===== config.mk =====
export PLATFORM = sky130hd
export DESIGN_NAME = lockstep_supervisor
export DESIGN_NICKNAME = d
export VERILOG_FILES = /design/src/rtl/lsv_pkg.sv /design/src/rtl/lsv_compare.sv /design/src/rtl/lsv_fault_track.sv /design/src/rtl/lsv_mode_ctrl.sv /design/src/rtl/lockstep_supervisor.sv
export SDC_FILE = /design/constraint.sdc
export NUM_CORES = 1
export LEC_CHECK = 0
export CAP_MARGIN = 40
export CORE_MARGIN = 2
export CORE_UTILIZATION = 40
export DETAILED_ROUTE_END_ITERATION = 8
export MAX_ROUTING_LAYER = met4
export PLACE_DENSITY = 0.88
export SKIP_CTS_REPAIR_TIMING = 1
export SLEW_MARGIN = 20
export SYNTH_ARGS = -nofsm -noshare
export SYNTH_HDL_FRONTEND = slang
export SYNTH_SLANG_ARGS = --single-unit

===== constraint.sdc =====
create_clock -name clk -period 4.65 [get_ports clk]
set_input_delay 1.1625 -clock clk [delete_from_list [all_inputs] [get_ports clk]]
set_output_delay 1.1625 -clock clk [all_outputs]
set_load 0.01 [all_outputs]

===== src/rtl/lsv_pkg.sv =====
package lsv_pkg;

  typedef enum logic [2:0] {
    ST_SYNC  = 3'd0,
    ST_RETRY = 3'd1,
    ST_TEST  = 3'd2,
    ST_SOLO  = 3'd3,
    ST_FATAL = 3'd4
  } lsv_state_e;

  typedef struct packed {
    logic perm;
    logic fatal;
    logic b_gone;
    logic a_gone;
  } lsv_status_t;

endpackage


===== src/rtl/lsv_compare.sv =====
module lsv_compare #(
  parameter int DATA_W = 32,
  parameter int REG_W  = 5,
  parameter int ADDR_W = 32
) (
  input  logic [DATA_W-1:0] a_wdata,
  input  logic [REG_W-1:0]  a_wdst,
  input  logic              a_swe,
  input  logic [ADDR_W-1:0] a_saddr,
  input  logic [DATA_W-1:0] a_sdata,
  input  logic [DATA_W-1:0] b_wdata,
  input  logic [REG_W-1:0]  b_wdst,
  input  logic              b_swe,
  input  logic [ADDR_W-1:0] b_saddr,
  input  logic [DATA_W-1:0] b_sdata,
  output logic              differ
);

  logic reg_diff;
  logic store_diff;

  always_comb begin
    reg_diff   = (a_wdata != b_wdata) || (a_wdst != b_wdst);
    store_diff = (a_swe != b_swe) ||
                 (a_swe && ((a_saddr != b_saddr) || (a_sdata != b_sdata)));
    differ     = reg_diff || store_diff;
  end

endmodule


===== src/rtl/lsv_fault_track.sv =====
module lsv_fault_track #(
  parameter int PC_W  = 32,
  parameter int CNT_W = 4
) (
  input  logic             clk,
  input  logic             rst_n,
  input  logic             clr,
  input  logic             upd,
  input  logic [PC_W-1:0]  pc,
  input  logic [CNT_W-1:0] limit,
  output logic             perm_hit
);

  localparam logic [CNT_W-1:0] CNT_MAX = {CNT_W{1'b1}};
  localparam logic [CNT_W-1:0] CNT_ONE = {{(CNT_W-1){1'b0}}, 1'b1};

  logic [PC_W-1:0]  trk_pc_q;
  logic [CNT_W-1:0] trk_cnt_q;
  logic             trk_vld_q;

  logic [CNT_W-1:0] cnt_n;
  logic             same_pc;
  logic             ld_en;

  always_comb begin
    same_pc  = trk_vld_q && (trk_pc_q == pc);
    if (same_pc) begin
      cnt_n = (trk_cnt_q == CNT_MAX) ? CNT_MAX : trk_cnt_q + CNT_ONE;
    end else begin
      cnt_n = CNT_ONE;
    end
    perm_hit = upd && (cnt_n > limit);
    ld_en    = upd || clr;
  end

  always_ff @(posedge clk or negedge rst_n) begin
    if (!rst_n) begin
      trk_pc_q  <= '0;
      trk_cnt_q <= '0;
      trk_vld_q <= 1'b0;
    end else if (ld_en) begin
      if (clr) begin
        trk_pc_q  <= '0;
        trk_cnt_q <= '0;
        trk_vld_q <= 1'b0;
      end else begin
        trk_pc_q  <= pc;
        trk_cnt_q <= cnt_n;
        trk_vld_q <= 1'b1;
      end
    end
  end

endmodule


===== src/rtl/lsv_mode_ctrl.sv =====
module lsv_mode_ctrl
  import lsv_pkg::*;
#(
  parameter int PC_W = 32
) (
  input  logic            clk,
  input  logic            rst_n,
  input  logic            a_valid,
  input  logic            b_valid,
  input  logic            differ,
  input  logic            perm_hit,
  input  logic [PC_W-1:0] pc,
  input  logic            test_done,
  input  logic            pass_a,
  input  logic            pass_b,
  output logic            trk_upd,
  output logic            trk_clr,
  output logic            retry,
  output logic [PC_W-1:0] retry_pc,
  output logic            hold,
  output logic            test_mode,
  output logic [1:0]      core_en,
  output logic            fatal,
  output lsv_status_t     status
);

  lsv_state_e  state_q, state_n;
  logic        retry_q, hold_q, test_q, fatal_q;
  logic        retry_n, hold_n, test_n, fatal_n;
  logic [PC_W-1:0] rpc_q;
  logic [1:0]  en_q, en_n;
  lsv_status_t st_q, st_n;
  logic        cmp_en;
  logic        rpc_en;
  logic        verdict;

  always_comb begin
    cmp_en  = (state_q == ST_SYNC) && a_valid && b_valid;
    trk_upd = cmp_en && differ;
    verdict = (state_q == ST_TEST) && test_done;
    trk_clr = verdict;
    rpc_en  = trk_upd && !perm_hit;
  end

  always_comb begin
    state_n = state_q;
    en_n    = en_q;
    st_n    = st_q;
    unique case (state_q)
      ST_SYNC: begin
        if (trk_upd) begin
          if (perm_hit) begin
            state_n = ST_TEST;
            st_n.perm = 1'b1;
          end else begin
            state_n = ST_RETRY;
          end
        end
      end
      ST_RETRY: state_n = ST_SYNC;
      ST_TEST: begin
        if (test_done) begin
          unique case ({pass_b, pass_a})
            2'b11: state_n = ST_SYNC;
            2'b01: begin
              state_n     = ST_SOLO;
              en_n        = 2'b01;
              st_n.b_gone = 1'b1;
            end
            2'b10: begin
              state_n     = ST_SOLO;
              en_n        = 2'b10;
              st_n.a_gone = 1'b1;
            end
            default: begin
              state_n    = ST_FATAL;
              st_n.fatal = 1'b1;
            end
          endcase
        end
      end
      ST_SOLO:  state_n = ST_SOLO;
      ST_FATAL: state_n = ST_FATAL;
      default:  state_n = ST_SYNC;
    endcase
  end

  always_comb begin
    retry_n = (state_n == ST_RETRY);
    hold_n  = (state_n == ST_TEST) || (state_n == ST_FATAL);
    test_n  = (state_n == ST_TEST);
    fatal_n = (state_n == ST_FATAL);
  end

  always_ff @(posedge clk or negedge rst_n) begin
    if (!rst_n) begin
      state_q <= ST_SYNC;
      retry_q <= 1'b0;
      hold_q  <= 1'b0;
      test_q  <= 1'b0;
      fatal_q <= 1'b0;
    end else begin
      state_q <= state_n;
      retry_q <= retry_n;
      hold_q  <= hold_n;
      test_q  <= test_n;
      fatal_q <= fatal_n;
    end
  end

  always_ff @(posedge clk or negedge rst_n) begin
    if (!rst_n) begin
      rpc_q <= '0;
    end else if (rpc_en) begin
      rpc_q <= pc;
    end
  end

  always_ff @(posedge clk or negedge rst_n) begin
    if (!rst_n) begin
      en_q <= 2'b11;
      st_q <= '0;
    end else if (verdict || trk_upd) begin
      en_q <= en_n;
      st_q <= st_n;
    end
  end

  always_comb begin
    retry     = retry_q;
    retry_pc  = rpc_q;
    hold      = hold_q;
    test_mode = test_q;
    fatal     = fatal_q;
    core_en   = en_q;
    status    = st_q;
  end

endmodule


===== src/rtl/lockstep_supervisor.sv =====
module lockstep_supervisor
  import lsv_pkg::*;
#(
  parameter int DATA_W = 32,
  parameter int REG_W  = 5,
  parameter int ADDR_W = 32,
  parameter int PC_W   = 32,
  parameter int CNT_W  = 4
) (
  input  logic              clk,
  input  logic              rst_n,
  input  logic              a_valid,
  input  logic [DATA_W-1:0] a_wdata,
  input  logic [REG_W-1:0]  a_wdst,
  input  logic              a_swe,
  input  logic [ADDR_W-1:0] a_saddr,
  input  logic [DATA_W-1:0] a_sdata,
  input  logic              b_valid,
  input  logic [DATA_W-1:0] b_wdata,
  input  logic [REG_W-1:0]  b_wdst,
  input  logic              b_swe,
  input  logic [ADDR_W-1:0] b_saddr,
  input  logic [DATA_W-1:0] b_sdata,
  input  logic [PC_W-1:0]   commit_pc,
  input  logic [CNT_W-1:0]  perm_limit,
  input  logic              test_done,
  input  logic              test_pass_a,
  input  logic              test_pass_b,
  output logic              retry,
  output logic [PC_W-1:0]   retry_pc,
  output logic              hold,
  output logic              test_mode,
  output logic [1:0]        core_en,
  output logic              fatal,
  output logic [3:0]        status
);

  logic        differ;
  logic        perm_hit;
  logic        trk_upd;
  logic        trk_clr;
  lsv_status_t st;

  lsv_compare #(
    .DATA_W(DATA_W), .REG_W(REG_W), .ADDR_W(ADDR_W)
  ) u_cmp (
    .a_wdata(a_wdata), .a_wdst(a_wdst), .a_swe(a_swe),
    .a_saddr(a_saddr), .a_sdata(a_sdata),
    .b_wdata(b_wdata), .b_wdst(b_wdst), .b_swe(b_swe),
    .b_saddr(b_saddr), .b_sdata(b_sdata),
    .differ(differ)
  );

  lsv_fault_track #(
    .PC_W(PC_W), .CNT_W(CNT_W)
  ) u_trk (
    .clk(clk), .rst_n(rst_n), .clr(trk_clr), .upd(trk_upd),
    .pc(commit_pc), .limit(perm_limit), .perm_hit(perm_hit)
  );

  lsv_mode_ctrl #(
    .PC_W(PC_W)
  ) u_ctl (
    .clk(clk), .rst_n(rst_n), .a_valid(a_valid), .b_valid(b_valid),
    .differ(differ), .perm_hit(perm_hit), .pc(commit_pc),
    .test_done(test_done), .pass_a(test_pass_a), .pass_b(test_pass_b),
    .trk_upd(trk_upd), .trk_clr(trk_clr),
    .retry(retry), .retry_pc(retry_pc), .hold(hold),
    .test_mode(test_mode), .core_en(core_en), .fatal(fatal), .status(st)
  );

  assign status = st;

endmodule


**Word-level counts from Yosys, hierarchy flattened**

Index checks and enable logic that the tools add are counted.

- Add/sub/neg operators: 1
- Order comparisons: 1
- Equal/unequal tests: 16
- Mux-type cells: 11
- Bitwise operators: 1
- Reduce and logical (&&, ||, !) cells: 24

Operator list:

| cell | number |
|---|---|
| != test 32 bit | 3 |
| == test 32 bit | 1 |
| 2-to-1 mux 32 bit | 1 |
| AND reduction 4 bit | 5 |
| 2-to-1 mux 4 bit | 3 |
| case mux 3 bit (4 select lines) | 1 |
| == test 3 x 2 -> 1 bit (second input constant) | 3 |
| logical AND 1 bit | 8 |
| == test 3 bit (second input constant) | 2 |
| logical OR 1 bit | 6 |
| 2-to-1 mux 3 bit | 2 |
| case mux 3 bit (2 select lines) | 1 |
| != test 5 bit | 1 |
| adder 4 x 1 -> 4 bit (second input constant) | 1 |
| == test 2 bit (second input constant) | 2 |
| == test 4 bit (second input constant) | 1 |
| > comparator 4 bit | 1 |
| case mux 2 bit (2 select lines) | 1 |
| == test 3 x 1 -> 1 bit (second input constant) | 1 |
| zero test 3 bit | 1 |
| OR reduction 3 bit | 1 |
| == test 2 x 1 -> 1 bit (second input constant) | 1 |
| 2-to-1 mux 2 bit | 1 |
| nonzero test 2 bit | 1 |
| 5 further kinds | 5 |

- Bits in registers: 82
- Input bits: 247
- Output and inout bits: 42
- Word-level logic and storage cells: 68

**Depth between registers and ports, before layout**

Gate-level depths: netlist of run 1.

- Depth in word-level cells: 12
- Gate-level depth with buffers: 16
- Mapped depth without buffers: 14

**By module**

From an unflattened synthesis of run 1, not the netlist that was laid out.

- Cells, all modules: 474
- Area total of the unflattened synthesis: 4979.8 µm²

Modules (own cells, without submodules):

| module | instances | cells each | area each (µm²) | seq. area each (µm²) |
|---|---|---|---|---|
| lsv_fault_track | 1 | 203 | 2037.0 | 925.9 |
| lsv_mode_ctrl | 1 | 119 | 1795.5 | 1128.6 |
| lsv_compare | 1 | 152 | 1147.4 | 0.0 |

**Worst setup path after synthesis of run 1**

Ideal clock, no wire load.

- Path kind: input to register
- Start point: input port commit_pc[1]
- End point: register u_ctl.rpc_q[10], in the netlist u_ctl.retry_pc[10]
- Library setup time: 127 ps
- Arrival time: 4219 ps
- Required time: 4523 ps
- Path slack: 303 ps
- Cell stages on the path: 16
- Path buffers: 2
- Path through: xnor2_1 nand4_1 nor4_1 nand4_1 or4_1 a21oi_1 ha_1 nor2b_1 o21ai_0 nand2b_1 a21oi_1 a41oi_1 or3_1 buf_6 buf_6 mux2_1

- Longest elaborated chain between the ends: 7

RTL lines:

| what | RTL line | RTL |
|---|---|---|
| start: declaration | lockstep_supervisor.sv:24 | `input logic [PC_W-1:0] commit_pc,` |
| == test 32 bit | lsv_fault_track.sv:26 | `same_pc = trk_vld_q && (trk_pc_q == pc);` |
| logical AND 1 bit | lsv_fault_track.sv:26 |  |
| 2-to-1 mux 4 bit | lsv_fault_track.sv:27 | `if (same_pc) begin` |
| > comparator 4 bit | lsv_fault_track.sv:32 | `perm_hit = upd && (cnt_n > limit);` |
| logical AND 1 bit | lsv_fault_track.sv:32 |  |
| zero test 1 bit | lsv_mode_ctrl.sv:42 | `rpc_en = trk_upd && !perm_hit;` |
| logical AND 1 bit | lsv_mode_ctrl.sv:42 |  |
| end signal: assignment | lsv_mode_ctrl.sv:115 | `rpc_q <= pc;` |
| end: declaration | lsv_mode_ctrl.sv:30 | `logic [PC_W-1:0] rpc_q;` |

Every way passes these cells.
A chain may end at the register's enable or synchronous reset.

**Worst setup path after layout of run 1**

- Start point: input port commit_pc[0]
- End point: register u_ctl.rpc_q[22], in the netlist u_ctl.retry_pc[22]

The elaborated chain is that of the path after synthesis.

==> results of run 1 <==
## power by group through the flow
stage	combinational (mW)	clock [mW]	sequential, mW
floorplan	0.431	0	1.16
global placement	1.12	0	1.11
detailed placement	1.15	0	1.12
CTS	1.16	0.781	1.11
global route	1.28	0.818	1.14
finish	1.20	0.779	1.12
## final timing paths
path	endpoint
worst min register to register	u_ctl.status[0]
min in group asynchronous	u_trk.trk_pc_q[18]
worst max register to register	u_ctl.retry_pc[22]
worst min-delay path	u_ctl.status[0]
worst max-delay path	u_ctl.retry_pc[22]
max in group asynchronous	u_ctl.core_en[0]
## area by class of cell
class	instances	area, sq um
diodes	1	2.502
multi-input cells	431	3181
clock inverters	7	98.84
inverters	22	82.58
clock buffers	9	225.2
repair buffers	323	3266
flip-flops and latches	82	2054
well taps	176	220.2
fillers	988	4008
## per-stage QoR
stage | std cells | power [mW] | setup WS, ns | setup TNS, ns | utilization [%]
finish | 1051 | 3.095 | 0.05409 | 0 | 69.50
global route | 1051 | 3.242 | -0.03201 | -0.1038 | 69.50
CTS | 1043 | 3.055 | -0.1294 | -3.230 | 67.88
detailed placement | 1027 | 2.270 | -0.4590 | -14.31 | 65.41
global placement | 1026 | 2.227 | -0.3766 | -11.99 | 65.20
floorplan | 555 | 1.588 | 0.3031 | 0 | -
## kinds of logic after synthesis
group / after synthesis
simple gates: 171
fa+ha+maj: 8
buf+inv: 42
compound gates: 98
xor+xnor: 117
mux: 37
flops: 82
## layer usage
metal  GRT usage [%]  routed length, um  share of wire, %
met3           4.040               1008               5.2
met4           6.618                324               1.7
met5               -                  0                 0
met2           49.11              10480                54
met1           30.98               7545                39
## registers in the layout, summed over array words and instances (netlist names)
register,cells
u_ctl.retry_pc,32
u_trk.trk_pc_q,32
u_ctl.status,4
u_trk.trk_cnt_q,4
u_ctl.state_q,3
u_ctl.core_en,2
u_ctl.fatal,1
u_ctl.hold,1
u_ctl.retry,1
u_ctl.test_mode,1
u_trk.trk_vld_q,1
## cells in the final DEF (no fill, tap or decap), types with 3 or more instances in the layout
cell             count
inv_1               21
o21ai_1             13
a2111oi_0            5
nor2b_1             27
buf_4               29
clkdlybuf4s50_1    271
mux2_2               7
o211ai_1            33
ha_1                 8
a21o_1               3
nand2_1             43
a21oi_1              6
and2_1               3
nand2b_1             8
dlymetal6s2s_1      16
clkbuf_16           10
inv_6                3
o21ai_0             26
mux2_1              28
nor2_1              10
nor3_1               5
xnor2_2              4
nand4_1             22
nor4_1              31
buf_12               3
xnor2_1             60
nand3_1             10
xor2_1              53
dfrtp_1             80
==> results.toml, run 1 <==
[clock_tree]
cts_root_buffer = "clkbuf_16"
cts_sinks = 82
cts.clk_slew.worst_paths_ns = 0.06
htree_levels = 3
cts_buffer_depth = 2
numCtsBuffers = 9
clk_latency_ns = 0.34
cts_tree = "built"

[setup_path]
critPathBufInv = 4
crit_fanout = 4
cp_data_required_time_ns = 4.86
critPathCaptureType = "flip-flop"
path_cells = "clkdlybuf4s50_1 -> xor2_1 -> nor4_1 -> nand4_1 -> or4_4 -> buf_6 -> nor3_2 -> ha_1 -> o21ai_1 -> nand2b_1 -> a21oi_2 -> a41oi_1 -> or3_4 -> clkbuf_16 -> buf_12 -> mux2_1"
rr_worst_depth = 16
slowest_stage = "or4_4"
r2r_slack_ns = 0.71
critPathKind = "input port to flip-flop"
cp_top_family = "simple AND/OR/NAND/NOR gates"
cpPeakStageDelay_ns = 0.57
startpoint = "commit_pc[0]"
critPathLaunchType = "input port"
critical_path_depth = 16
crit_arrival_ns = 4.81
r2r_start = "u_trk.trk_pc_q[11]"

[global_routing]
grt_start_max_net_pins = 50
antenna_found_initial = 1
grt_pass1_vias = 5738
overflow = 0
grt_pass1_wl_um = 29240
grt_use_total_pct = 26.89

[yosys]
synthMostInstantiatedCell = "dfrtp_1"
muxShareOfSynthArea_pct = 7.759
synthAdderAreaFrac_pct = 1.875
post_synth_and_or_nand_nor_area_fraction_pct = 17.32
synth-seq-cells = 82
synth_warnings = 0
synth_compound_gate_area_share_pct = 11.84
synth_top_area_cell = "dfrtp_1"
ys_async_sr_fraction_pct = 100.0
synthFlopType = "dfrtp_1"
synthCells = 555
synth_edf_count = 0
synthesis.area_sq_um = 5338
synth_xor_area_share_pct = 19.20
synth_top_cells_by_count = "dfrtp_1 (80), xnor2_1 (64), xor2_1 (53)"
synth_top_family_by_area = "XOR/XNOR gates"
synth_nets = 810
synth.avg_cell_area_sq_um = 9.617
synth_top_area_share_pct = 37.51
synth.area.top_cells = "dfrtp_1 (38%), xnor2_1 (11%), xor2_1 (8.7%)"
synth_cell_types = 41
synth-seq-area-share_pct = 38.49

[pwr]
leakagePower_nw = 3.779
power_switching_share_pct = 30.95
pwr-share-seq_pct = 36.2
p_int_mw = 2.137
ir_drop_mv = 0.2260
clkPwrFrac_pct = 25.2
p_comb_share_pct = 38.6
power_density_nw_per_um2 = 339.0
power.switching_uw = 957.8

[sta]
timing.hold.ws_ns = 0.4585
drv_slew = 0
relSlewSlack_pct = 47.91
fmax_ghz = 0.2176
tightest_slew_ns = 0.7813
fin_worst_skew_ns = 0.007432
setup_viol = 0
min_period_ns = 4.596
min_period_over_period_pct = 98.84
final_hold_viol_count = 0

[hold_path]
hold_class = "flip-flop to flip-flop"
holdPathStages = 1
hp-start = "u_ctl.status[0]"

[placement]
port_buffers = 288
gp_congestion = 0.9651
hpwl_um = 14870
placed_area_sq_um = 8593

[die]
initial_utilization_pct = 40.63
ios = 289
die_x_um = 119.5
die_area_sq_um = 14280
die_h_um = 119.5
row_count = 42
core-area_sq_um = 13140

[drt]
wire_per_inst_um = 18.41
drt-initial-drc-count = 379
vias = 5476
ant_nets = 0
drc_errors = 0
via_per_inst = 5.210
first_pass_iters = 5
drt_wl_total_um = 19350

[layout]
drive_gt1_share_pct = 8.924
nets = 1124
postLayoutCellArea_sq_um = 9130
area_delta_synth_final_pct = 71.05

[run]
cap_viol_max_count = 0

[status]
status = "completed"
Note: power is estimated with default switching activity, not from simulation.
==> inputs of run 2 (changes only) <==
- CTS_CLUSTER_DIAMETER: unset -> 80
==> results of run 2 <==
The final DEF is identical to that of run 1; final timing and power are the same.
==> inputs of run 3 (changes only) <==
- ABC_AREA: unset -> 1
- CORE_UTILIZATION: 40 -> 41
==> run 3 against run 2 <==
Non-clock buffer count is 32 lower. Sequential share of layout area fell by 0.055 points. Worst setup slack gained 0.69 ns. Synthesized area increased by 8.7%. Sequential power grew 9%. Hold slack improved by 0.016 ns. Cell count up 23%. Utilization shrank 3.3 points.
==> results.toml, run 3 <==
[clock_tree]
cts_buffer_depth = 2
htree_levels = 3
numCtsBuffers = 9
clk_latency_ns = 0.34
cts_root_buffer = "clkbuf_16"
cts.clk_slew.worst_paths_ns = 0.06
cts_sinks = 82
cts_tree = "built"

[drt]
drt-initial-drc-count = 357
ant_nets = 0
via_per_inst = 4.745
drc_errors = 0
drt_wl_total_um = 18660
wire_per_inst_um = 14.43
first_pass_iters = 4
vias = 6135

[setup_path]
slowest_stage = "clkdlybuf4s50_1"
critPathLaunchType = "input port"
crit_fanout = 63
worst_path_most_repeated_cell = "nand2_1"
critPathCaptureType = "flip-flop"
crit_arrival_ns = 4.17
r2r_end = "u_ctl.retry_pc[2]"
r2r_start = "u_trk.trk_pc_q[1]"
critPathKind = "input port to flip-flop"
cpPeakStageDelay_ns = 0.46
path_cells = "clkdlybuf4s50_1 -> inv_1 -> nor2_1 -> nor4b_1 -> nand2_1 -> nor4_1 -> nand3_1 -> nor3_1 -> ha_1 -> nand2_1 -> inv_1 -> a32o_1 -> nand3_2 -> buf_12 -> nand2_1 -> o21ai_1"
rr_worst_depth = 15
cp_data_required_time_ns = 4.91
r2r_slack_ns = 1.71

[sta]
rsz0062_at_grt = "no"
setup_viol = 0
min_period_ns = 3.908
fin_worst_skew_ns = 0.01114
min_period_over_period_pct = 84.05
final_hold_viol_count = 0
fin_setup_tns_ns = 0
relSlewSlack_pct = 63.99
drv_slew = 0
fmax_ghz = 0.2559
worst_slack_ns = 0.7419
tightest_slew_ns = 0.5402

[layout]
nets = 1362
layout_commonest_cell = "clkdlybuf4s50_1"
postLayoutCellArea_sq_um = 9153
drive_gt1_share_pct = 6.655
final_cell_mix = "clkdlybuf4s50_1 (287), nand2_1 (226), inv_1 (156), nor2_1 (85), dfrtp_1 (80)"
fillers = 1124
area_delta_synth_final_pct = 57.72

[yosys]
synthesis.area_sq_um = 5803
synth.area.top_cells = "dfrtp_1 (34%), nand2_1 (15%), inv_1 (10%)"
synth.avg_cell_area_sq_um = 7.094
synthCells = 818
synthFlopType = "dfrtp_1"
synth_nets = 1073
synth_warnings = 0
ys_async_sr_fraction_pct = 100.0
synth_top_area_share_pct = 34.50
synth_cell_types = 41
synth_top_area_cell = "dfrtp_1"
synth-seq-area-share_pct = 35.40
synthMostInstantiatedCell = "nand2_1"
synth_edf_count = 0
synth-seq-cells = 82
synth_top_cells_by_count = "nand2_1 (226), inv_1 (156), nor2_1 (85)"

[placement]
hpwl_um = 15360
gp_congestion = 0.9598
placed_area_sq_um = 8837
pre_cts_ws_ns = 0.4744
port_buffers = 288

[die]
core-area_sq_um = 13830
die_area_sq_um = 15120
initial_utilization_pct = 41.97
die_h_um = 123.0
row_count = 43
die_x_um = 123.0
ios = 289

[hold_path]
hp-start = "u_ctl.status[3]"
hold_class = "flip-flop to flip-flop"
whs_endpoint = "u_ctl.status[3]"
holdPathStages = 2

[global_routing]
grt_use_total_pct = 25.66
grt_use_met3_pct = 2.906
antenna_found_initial = 1
grt_pass1_vias = 6134
grt_busiest_layer = "met2"
gr-usage-met1_pct = 28.68
grt_pass1_wl_um = 29090
overflow = 0
grt_start_max_net_pins = 64
globalRouteMet2Util_pct = 47.34

[run]
cap_viol_max_count = 0

[pwr]
power_density_nw_per_um2 = 388.9
leakagePower_nw = 4.403
ir_drop_mv = 0.1988

[status]
status = "completed"
run 3: cell count changes in the layout (fill, tap and decap cells not counted), sizes merged, moves of 17 or more:
cell / previous run / this run
o22ai: 0 / 28
nor2b: 27 / 0
mux2: 35 / 0
inv: 25 / 161
nand2: 43 / 238
xnor2: 64 / 47
xor2: 53 / 8
nor4: 33 / 3
o21ai: 39 / 60
o211ai: 33 / 0
buf: 35 / 4
nor2: 12 / 85
run 3: area by class of cell:
cell class,instances,area [sq um],share of cell area [%]
Antenna cell,1,2.502,0.02734
Clock buffer,11,252.7,2.761
Clock inverter,5,60.06,0.6562
Inverter,162,609.3,6.658
Multi-Input combinational cell,561,3020,33.00
Sequential cell,82,2054,22.45
Tap cell,180,225.2,2.461
Timing Repair Buffer,291,2928,31.99
run 3: layer usage:
layer | wire length (um) | vias to the layer above | part of all wire (%)
li1 | - | 3121 | -
met1 | 7366 | 2751 | 39
met2 | 9941 | 223 | 53
met3 | 856 | 40 | 4.6
met4 | 492 | 0 | 2.6
met5 | 0 | - | 0
run 3: worst max-delay path by stage:
stage                            start                  to  slack [ns]
after floorplan           commit_pc[1]   u_ctl.retry_pc[5]        1.34
after global placement    commit_pc[1]   u_ctl.retry_pc[4]        0.66
after detailed placement  commit_pc[1]   u_ctl.retry_pc[3]        0.47
after CTS                 commit_pc[1]   u_ctl.retry_pc[2]        0.74
after global routing      commit_pc[1]  u_ctl.retry_pc[15]        0.47
final                     commit_pc[1]   u_ctl.retry_pc[2]        0.74
run 3: stage by stage:
step | util [%] | power, mW | hold slack (ns) | instances
6_report | 66.19 | 3.559 | 0.4748 | 1293
4_1_cts | 66.18 | 3.574 | 0.4701 | 1292
5_1_grt | 66.19 | 3.790 | 0.4836 | 1293
3_3_place_gp | 63.77 | 2.757 | 0.4494 | 1275
2_1_floorplan | - | 2.052 | 0.4675 | 818
3_5_place_dp | 63.91 | 2.814 | 0.4542 | 1276
run 3: critical path: cells and delay by family:
kind                     cells  cell delay, ns
adder cells (fa/ha/maj)      1            0.29
buffers and inverters        4            0.88
AO/OA/AOI/OAI                2            0.38
AND/OR/NAND/NOR              9            1.41
run 3: kinds of logic (layout without fill, tap and decap cells):
kind of cell	count (synthesis)	in the layout	synth area share [%]
AO/OA/AOI/OAI	99	99	12.31
XOR/XNOR	55	55	8.301
adder cells (fa/ha/maj)	8	8	1.725
buffers and inverters	175	469	12.55
flip-flops	82	82	35.40
other	0	1	0
AND/OR/NAND/NOR	399	399	29.71
run 3: report_power, final:
part	internal [mW]	switching, mW
Sequential	1.02	0.199
Combinational	0.830	0.767
Clock	0.447	0.294
